File: config.mk
export PLATFORM = sky130hd
export DESIGN_NAME = trig_pulse_port
export DESIGN_NICKNAME = d
export VERILOG_FILES = /design/src/rtl/tpp_pkg.sv /design/src/rtl/tpp_regs.sv /design/src/rtl/tpp_edge_sync.sv /design/src/rtl/tpp_latch_bank.sv /design/src/rtl/tpp_out_stage.sv /design/src/rtl/trig_pulse_port.sv
export SDC_FILE = /design/constraint.sdc
export NUM_CORES = 1
export LEC_CHECK = 0
export BUFFER_PORTS_ARGS = -buffer_cell sky130_fd_sc_hd__clkbuf_2
export CORE_UTILIZATION = 45
export DETAILED_ROUTE_END_ITERATION = 7
export GPL_TIMING_DRIVEN = 1
export PLACE_DENSITY = 0.77
export SETUP_SLACK_MARGIN = 0.1
export SLEW_MARGIN = 20
export SYNTH_ARGS = -nofsm -noshare
export SYNTH_HDL_FRONTEND = slang
export SYNTH_SLANG_ARGS = --single-unit
File: constraint.sdc
create_clock -name clk -period 4 [get_ports clk]
set_input_delay 0.8 -clock clk [delete_from_list [all_inputs] [get_ports clk]]
set_output_delay 0.8 -clock clk [all_outputs]
set_load 0.02 [all_outputs]
File: src/rtl/tpp_pkg.sv
package tpp_pkg;

  localparam int PORT_W    = 8;
  localparam int ADDR_W    = 2;
  localparam int PWM_BITS  = 3;
  localparam int PWM_SRCS  = 3;
  localparam int LO_NARROW = 4;
  localparam int LO_WIDE   = 6;

  localparam logic [ADDR_W-1:0] A_MODE = 2'd0;
  localparam logic [ADDR_W-1:0] A_DATA = 2'd1;
  localparam logic [ADDR_W-1:0] A_CTRL = 2'd2;

  typedef enum logic [1:0] {
    TRG_TIMER = 2'b00,
    TRG_FALL  = 2'b01,
    TRG_RISE  = 2'b10,
    TRG_BOTH  = 2'b11
  } trig_mode_e;

  typedef struct packed {
    logic       clr_hi;
    logic       clr_lo;
    logic [1:0] pwm_sel;
    logic       split;
    logic [2:0] out_sel;
  } mode_reg_t;

  typedef struct packed {
    trig_mode_e          trig;
    logic [1:0]          rsvd;
    logic                pol;
    logic [PWM_BITS-1:0] pwm_en;
  } ctrl_reg_t;

  // Mask of the bits that belong to the low trigger group.
  function automatic logic [PORT_W-1:0] low_mask(input logic split);
    logic [PORT_W-1:0] m;
    m = '0;
    for (int i = 0; i < PORT_W; i++) begin
      m[i] = split ? (i < LO_WIDE) : (i < LO_NARROW);
    end
    return m;
  endfunction

  // Does the pin transition match the selected edge?
  function automatic logic edge_match(input trig_mode_e md, input logic cur, input logic prev);
    logic rise, fall;
    rise = cur & ~prev;
    fall = ~cur & prev;
    case (md)
      TRG_FALL: return fall;
      TRG_RISE: return rise;
      TRG_BOTH: return rise | fall;
      default:  return 1'b0;
    endcase
  endfunction

  // PWM pulse picked by the select code; code 3 yields a constant low.
  function automatic logic pwm_pick(input logic [1:0] sel, input logic [PWM_SRCS-1:0] src);
    case (sel)
      2'd0:    return src[0];
      2'd1:    return src[1];
      2'd2:    return src[2];
      default: return 1'b0;
    endcase
  endfunction

endpackage

File: src/rtl/tpp_regs.sv
module tpp_regs
  import tpp_pkg::*;
(
  input  logic              clk,
  input  logic              rst_n,
  input  logic              wr_en,
  input  logic [ADDR_W-1:0] wr_addr,
  input  logic [PORT_W-1:0] wr_data,
  output mode_reg_t         mode_q,
  output ctrl_reg_t         ctrl_q,
  output logic [PORT_W-1:0] data_q
);

  logic wr_mode, wr_data_reg, wr_ctrl;

  assign wr_mode     = wr_en && (wr_addr == A_MODE);
  assign wr_data_reg = wr_en && (wr_addr == A_DATA);
  assign wr_ctrl     = wr_en && (wr_addr == A_CTRL);

  always_ff @(posedge clk) begin
    if (!rst_n) begin
      mode_q <= '0;
      ctrl_q <= '0;
      data_q <= '0;
    end else begin
      if (wr_mode) mode_q <= mode_reg_t'(wr_data);
      if (wr_data_reg) data_q <= wr_data;
      if (wr_ctrl) begin
        ctrl_q.trig   <= trig_mode_e'(wr_data[7:6]);
        ctrl_q.rsvd   <= 2'b00;
        ctrl_q.pol    <= wr_data[3];
        ctrl_q.pwm_en <= wr_data[PWM_BITS-1:0];
      end
    end
  end

endmodule

File: src/rtl/tpp_edge_sync.sv
module tpp_edge_sync
  import tpp_pkg::*;
#(
  parameter int STAGES = 2
) (
  input  logic       clk,
  input  logic       rst_n,
  input  logic       pin,
  input  trig_mode_e md,
  output logic       strobe
);

  logic [STAGES-1:0] chain;
  logic              prev;
  logic              cur;

  assign cur = chain[STAGES-1];

  generate
    if (STAGES == 1) begin : g_single
      always_ff @(posedge clk) begin
        if (!rst_n) chain <= '0;
        else        chain <= pin;
      end
    end else begin : g_multi
      always_ff @(posedge clk) begin
        if (!rst_n) chain <= '0;
        else        chain <= {chain[STAGES-2:0], pin};
      end
    end
  endgenerate

  always_ff @(posedge clk) begin
    if (!rst_n) prev <= 1'b0;
    else        prev <= cur;
  end

  assign strobe = (md != TRG_TIMER) && edge_match(md, cur, prev);

endmodule

File: src/rtl/tpp_latch_bank.sv
module tpp_latch_bank
  import tpp_pkg::*;
(
  input  logic              clk,
  input  logic              rst_n,
  input  logic [PORT_W-1:0] data,
  input  logic [PORT_W-1:0] lo_mask,
  input  logic              lo_fire,
  input  logic              hi_fire,
  input  logic              clr_lo,
  input  logic              clr_hi,
  output logic [PORT_W-1:0] lat_q
);

  genvar gi;
  generate
    for (gi = 0; gi < PORT_W; gi++) begin : g_bit
      logic clr_b, fire_b;
      assign clr_b  = lo_mask[gi] ? clr_lo  : clr_hi;
      assign fire_b = lo_mask[gi] ? lo_fire : hi_fire;
      always_ff @(posedge clk) begin
        if (!rst_n)      lat_q[gi] <= 1'b0;
        else if (clr_b)  lat_q[gi] <= 1'b0;
        else if (fire_b) lat_q[gi] <= data[gi];
      end
    end
  endgenerate

endmodule

File: src/rtl/tpp_out_stage.sv
module tpp_out_stage
  import tpp_pkg::*;
(
  input  logic                lat_en,
  input  logic [PORT_W-1:0]   lat_q,
  input  logic                pol,
  input  logic [PWM_BITS-1:0] pwm_en,
  input  logic [1:0]          pwm_sel,
  input  logic [PWM_SRCS-1:0] pwm_src,
  output logic [PORT_W-1:0]   port_out
);

  logic pulse;
  assign pulse = pwm_pick(pwm_sel, pwm_src);

  genvar gi;
  generate
    for (gi = 0; gi < PORT_W; gi++) begin : g_bit
      logic gated;
      if (gi < PWM_BITS) begin : g_pwm
        assign gated = pwm_en[gi] ? (lat_q[gi] & pulse) : lat_q[gi];
      end else begin : g_plain
        assign gated = lat_q[gi];
      end
      assign port_out[gi] = lat_en & (gated ^ pol);
    end
  endgenerate

endmodule

File: src/rtl/trig_pulse_port.sv
module trig_pulse_port
  import tpp_pkg::*;
#(
  parameter int SYNC_STAGES = 2
) (
  input  logic                      clk,
  input  logic                      rst_n,
  input  logic                      wr_en,
  input  logic [tpp_pkg::ADDR_W-1:0]   wr_addr,
  input  logic [tpp_pkg::PORT_W-1:0]   wr_data,
  input  logic                      tmr_lo_uf,
  input  logic                      tmr_hi_uf,
  input  logic                      ext_trig,
  input  logic [tpp_pkg::PWM_SRCS-1:0] pwm_src,
  output logic [tpp_pkg::PORT_W-1:0]   port_out
);

  mode_reg_t         mode_q;
  ctrl_reg_t         ctrl_q;
  logic [PORT_W-1:0] data_q;
  logic [PORT_W-1:0] lat_q;
  logic [PORT_W-1:0] lo_mask_w;
  logic              port_en_w;
  logic              ext_strobe_w;
  logic              lo_fire_w;
  logic              hi_fire_w;

  tpp_regs u_regs (
    .clk     (clk),
    .rst_n   (rst_n),
    .wr_en   (wr_en),
    .wr_addr (wr_addr),
    .wr_data (wr_data),
    .mode_q  (mode_q),
    .ctrl_q  (ctrl_q),
    .data_q  (data_q)
  );

  tpp_edge_sync #(.STAGES(SYNC_STAGES)) u_sync (
    .clk    (clk),
    .rst_n  (rst_n),
    .pin    (ext_trig),
    .md     (ctrl_q.trig),
    .strobe (ext_strobe_w)
  );

  assign port_en_w = (mode_q.out_sel != 3'b000);
  assign lo_mask_w = low_mask(mode_q.split);
  assign lo_fire_w = port_en_w && ((ctrl_q.trig == TRG_TIMER) ? tmr_lo_uf : ext_strobe_w);
  assign hi_fire_w = port_en_w && tmr_hi_uf;

  tpp_latch_bank u_bank (
    .clk     (clk),
    .rst_n   (rst_n),
    .data    (data_q),
    .lo_mask (lo_mask_w),
    .lo_fire (lo_fire_w),
    .hi_fire (hi_fire_w),
    .clr_lo  (mode_q.clr_lo),
    .clr_hi  (mode_q.clr_hi),
    .lat_q   (lat_q)
  );

  tpp_out_stage u_out (
    .lat_en   (port_en_w),
    .lat_q    (lat_q),
    .pol      (ctrl_q.pol),
    .pwm_en   (ctrl_q.pwm_en),
    .pwm_sel  (mode_q.pwm_sel),
    .pwm_src  (pwm_src),
    .port_out (port_out)
  );

endmodule

==> impl_metrics.csv <==
group,metric,value,unit
run_status,outcome,"complete, no violations",
floorplan,initial_core_util,0.475,
synth,synth_top_area_frac,0.411,
critical_path,crit_top_cell,"clkbuf_2",
critical_path,path_cells,"clkbuf_2 -> mux2_2 -> o221ai_1 -> xor2_1 -> nor2_1 -> clkbuf_2",
critical_path,cp_slowest_stage_delay,280,ps
timing,post-route-min-period,2580,ps
detailed_routing,vias,1179,
timing,period_share,0.645,
timing,fmax,388,MHz
timing,rsz0062_at_grt,"no",
detailed_routing,wl,2880,um
job,drv_cap,0,
clock_tree,clkSinkCount,33,
critical_path,critical_path.reg2reg.startpoint,"u_sync.prev",
critical_path,cp.required,3200,ps
global_route,maximum_number_of_pins_on_one_net_before_global_route_repair,30,
detailed_routing,drc_marker_count_from_the_first_detailed_route_iteration,17,
detailed_routing,post_drt_wl_per_cell,12.0,um
placed_design,placement.setup.worst_slack,1410,ps
placed_design,dp.final_hpwl,2140,um
global_route,antenna_found_initial,0,
clock_tree,clock_latency,330,ps
clock_tree,htreeDepth,2,
clock_tree,cts_setup_buffers,0,
synth,async_reset_ff_frac,0,
final_layout,num_antenna_cells,0,
timing,final-hold-violation-count,0,
critical_path,cp_slowest_cell,"mux2_2",
synth,ys_top_cells_by_area,"dfxtp_1 41%, mux2i_1 16%, nor2b_1 9.7%",
synth,synthTopCellsByCount,"33 x dfxtp_1, 26 x mux2i_1, 25 x nor2b_1",
critical_path,path_max_fanout,3,
global_route,grt_util_met2,0.293,
power,power.static_leakage,0.773,nW
floorplan,floorplan.die.width,61.8,um
final_layout,nNetsFinal,216,
detailed_routing,vias_per_std_cell,4.89,
clock_tree,tritoncts,"yes",
power,worst_ir_drop_vdd,0.173,mV
critical_path,startpoint,"pwm_src[2]",
final_layout,area_growth_syn_to_layout,12.8,%
detailed_routing,drt_drc_violations_left,0,
floorplan,die_area,3820,um2
synth,synthFlopType,"dfxtp_1",
synth,netlist_instances,170,
critical_path,worst-endpoint-arrival,1780,ps
clock_tree,hold_buffers,0,
floorplan,total_core_area,3390,um2
critical_path,worstSetupEndpoint,"port_out[1]",
critical_path,worstSetupEndpointType,"output pin",
timing,setup_violations,0,
timing,setup_total_neg_slack,0,ps
global_route,globalRoute.totalOverflow,0,
timing,slew_violations,0,
detailed_routing,drt_pre_antenna_iters,4,
clock_tree,cts_buffers,5,
placed_design,port-buffer-count,26,
synth,ys_types,30,
final_layout,drive_above_1_share,0.190,
synth,synth_area_leader,"dfxtp_1",
floorplan,dieHeight,61.8,um
synth,avgSynthCellArea,9.46,um2
synth,yosysWarnings,0,
synth,synth.cell_area,1610,um2
clock_tree,clk_root_buffer_cell,"clkbuf_4",
timing,max_slew_margin,0.545,
floorplan,io-pin-count,27,
placed_design,place.gp.congestion,0.687,
clock_tree,path_clk_slew,90,ps
clock_tree,max-clock-path-buffers,2,
critical_path,startpoint_type,"input port",
clock_tree,postCtsResizedCells,0,
timing,final.setup_skew,4.54,ps
critical_path,path_class,"input port to output pin",
final_layout,fillCellCount,311,
global_route,globalRouteMet1Util,0.225,
worst_hold_path,hp-class,"register to register",
critical_path,timing.reg2reg.worst_path_depth,6,
global_route,grt.met3_usage,0.0621,
global_route,gr-max-usage-layer,"met2",
synth,sequential_cell_area_fraction_in_the_yosys_report,0.411,
timing,worst_slew_pin_slew,679,ps
timing,postLayoutSetupSlackWorst,1420,ps
global_route,wire_length_of_the_first_global_routing_pass,4930,um
power,power.density_cell_area,331,nW/um2
global_route,groute.usage.overall,0.185,
synth,mappedNetlistNets,191,
global_route,first_global_vias,1089,
floorplan,placement_rows,21,
critical_path,reg2reg_slack,2260,ps
synth,yosys.cell_count.top_type,"dfxtp_1",
critical_path,rr_endpoint,"u_bank.lat_q[0]",
synth,synth_enable_flop_cells,0,
detailed_routing,drt.antenna.violating_nets,0,
synth,synth_seq_cells,33,
critical path, delay by kind of cell:
family | cells | cell delay [ps]
muxes | 1 | 280
AOI/OAI and AO/OA | 1 | 230
xor gates and xnor gates | 1 | 160
and+or+nand+nor | 1 | 50
buffers and inverters | 2 | 260
placed cells by master, fill, tap and decap left out, types with 3 or more instances in the layout:
cell type / Yosys / layout
dfxtp_1: 33 / 33
mux2i_1: 26 / 26
clkbuf_2: 0 / 26
nor2b_1: 25 / 25
nand2_1: 19 / 19
nor2_1: 8 / 8
nand3_1: 6 / 6
nand2b_1: 5 / 5
xnor2_1: 5 / 5
and2_1: 5 / 5
clkbuf_4: 0 / 5
o221ai_1: 3 / 3
xor2_1: 3 / 3
inv_1: 3 / 3
metal layers:
layer | share of wire | routed length (um)
met1 | 0.47 | 1360
met2 | 0.47 | 1360
met3 | 0.037 | 108
met4 | 0.019 | 56
met5 | 0 | 0
power by group:
group	internal [mW]	total, mW	switching [mW]	leakage (nW)
clock network	0.0829	0.189	0.106	0.0314
registers	0.338	0.345	0.00775	0.268
logic	0.0313	0.0658	0.0345	0.473
stage by stage:
stage           util  std cells  hold slack (ps)  area (um2)  total power, mW
6_report       0.535        241              445        1810            0.600
5_1_grt        0.535        241              469        1810            0.634
4_1_cts        0.535        241              446        1810            0.610
3_5_place_dp   0.519        234              422        1760            0.420
3_3_place_gp   0.519        234              416        1760            0.418
2_1_floorplan      -        170              412        1610            0.398
registers in the layout, indices dropped and copies added (netlist names):
register,cells
u_bank.lat_q,8
u_regs.data_q,8
u_regs.mode_q,8
u_regs.ctrl_q,6
u_sync.chain,2
u_sync.prev,1
logic make-up (layout without fill, tap and decap cells):
kind of cell	Yosys count	in the layout	synth area share
AND/OR/NAND/NOR	77	77	0.263
flip-flops	33	33	0.411
buffers and inverters	12	37	0.0350
multiplexers	29	29	0.190
AO/OA/AOI/OAI	9	9	0.0428
adder cells (fa/ha/maj)	2	2	0.0155
XOR/XNOR	8	8	0.0435
worst min path at each step:
stage                          from               to  slack (ps)  cells after the start
floorplan           u_sync.chain[0]  u_sync.chain[1]         410                      1
global placement    u_sync.chain[0]  u_sync.chain[1]         420                      1
detailed placement  u_sync.chain[0]  u_sync.chain[1]         420                      1
CTS                 u_sync.chain[0]  u_sync.chain[1]         450                      1
global route        u_sync.chain[0]  u_sync.chain[1]         470                      1
finish              u_sync.chain[0]  u_sync.chain[1]         440                      1
cell type report:
cell class | instances | area [um2] | share of cell area
clock buffer | 7 | 55.1 | 0.0303
inverter | 3 | 11.3 | 0.00621
multi-input combinational | 125 | 892 | 0.492
sequential | 33 | 661 | 0.364
tap | 46 | 57.6 | 0.0317
timing repair buffer | 27 | 138 | 0.0759
(Power assumes the default switching activity.)
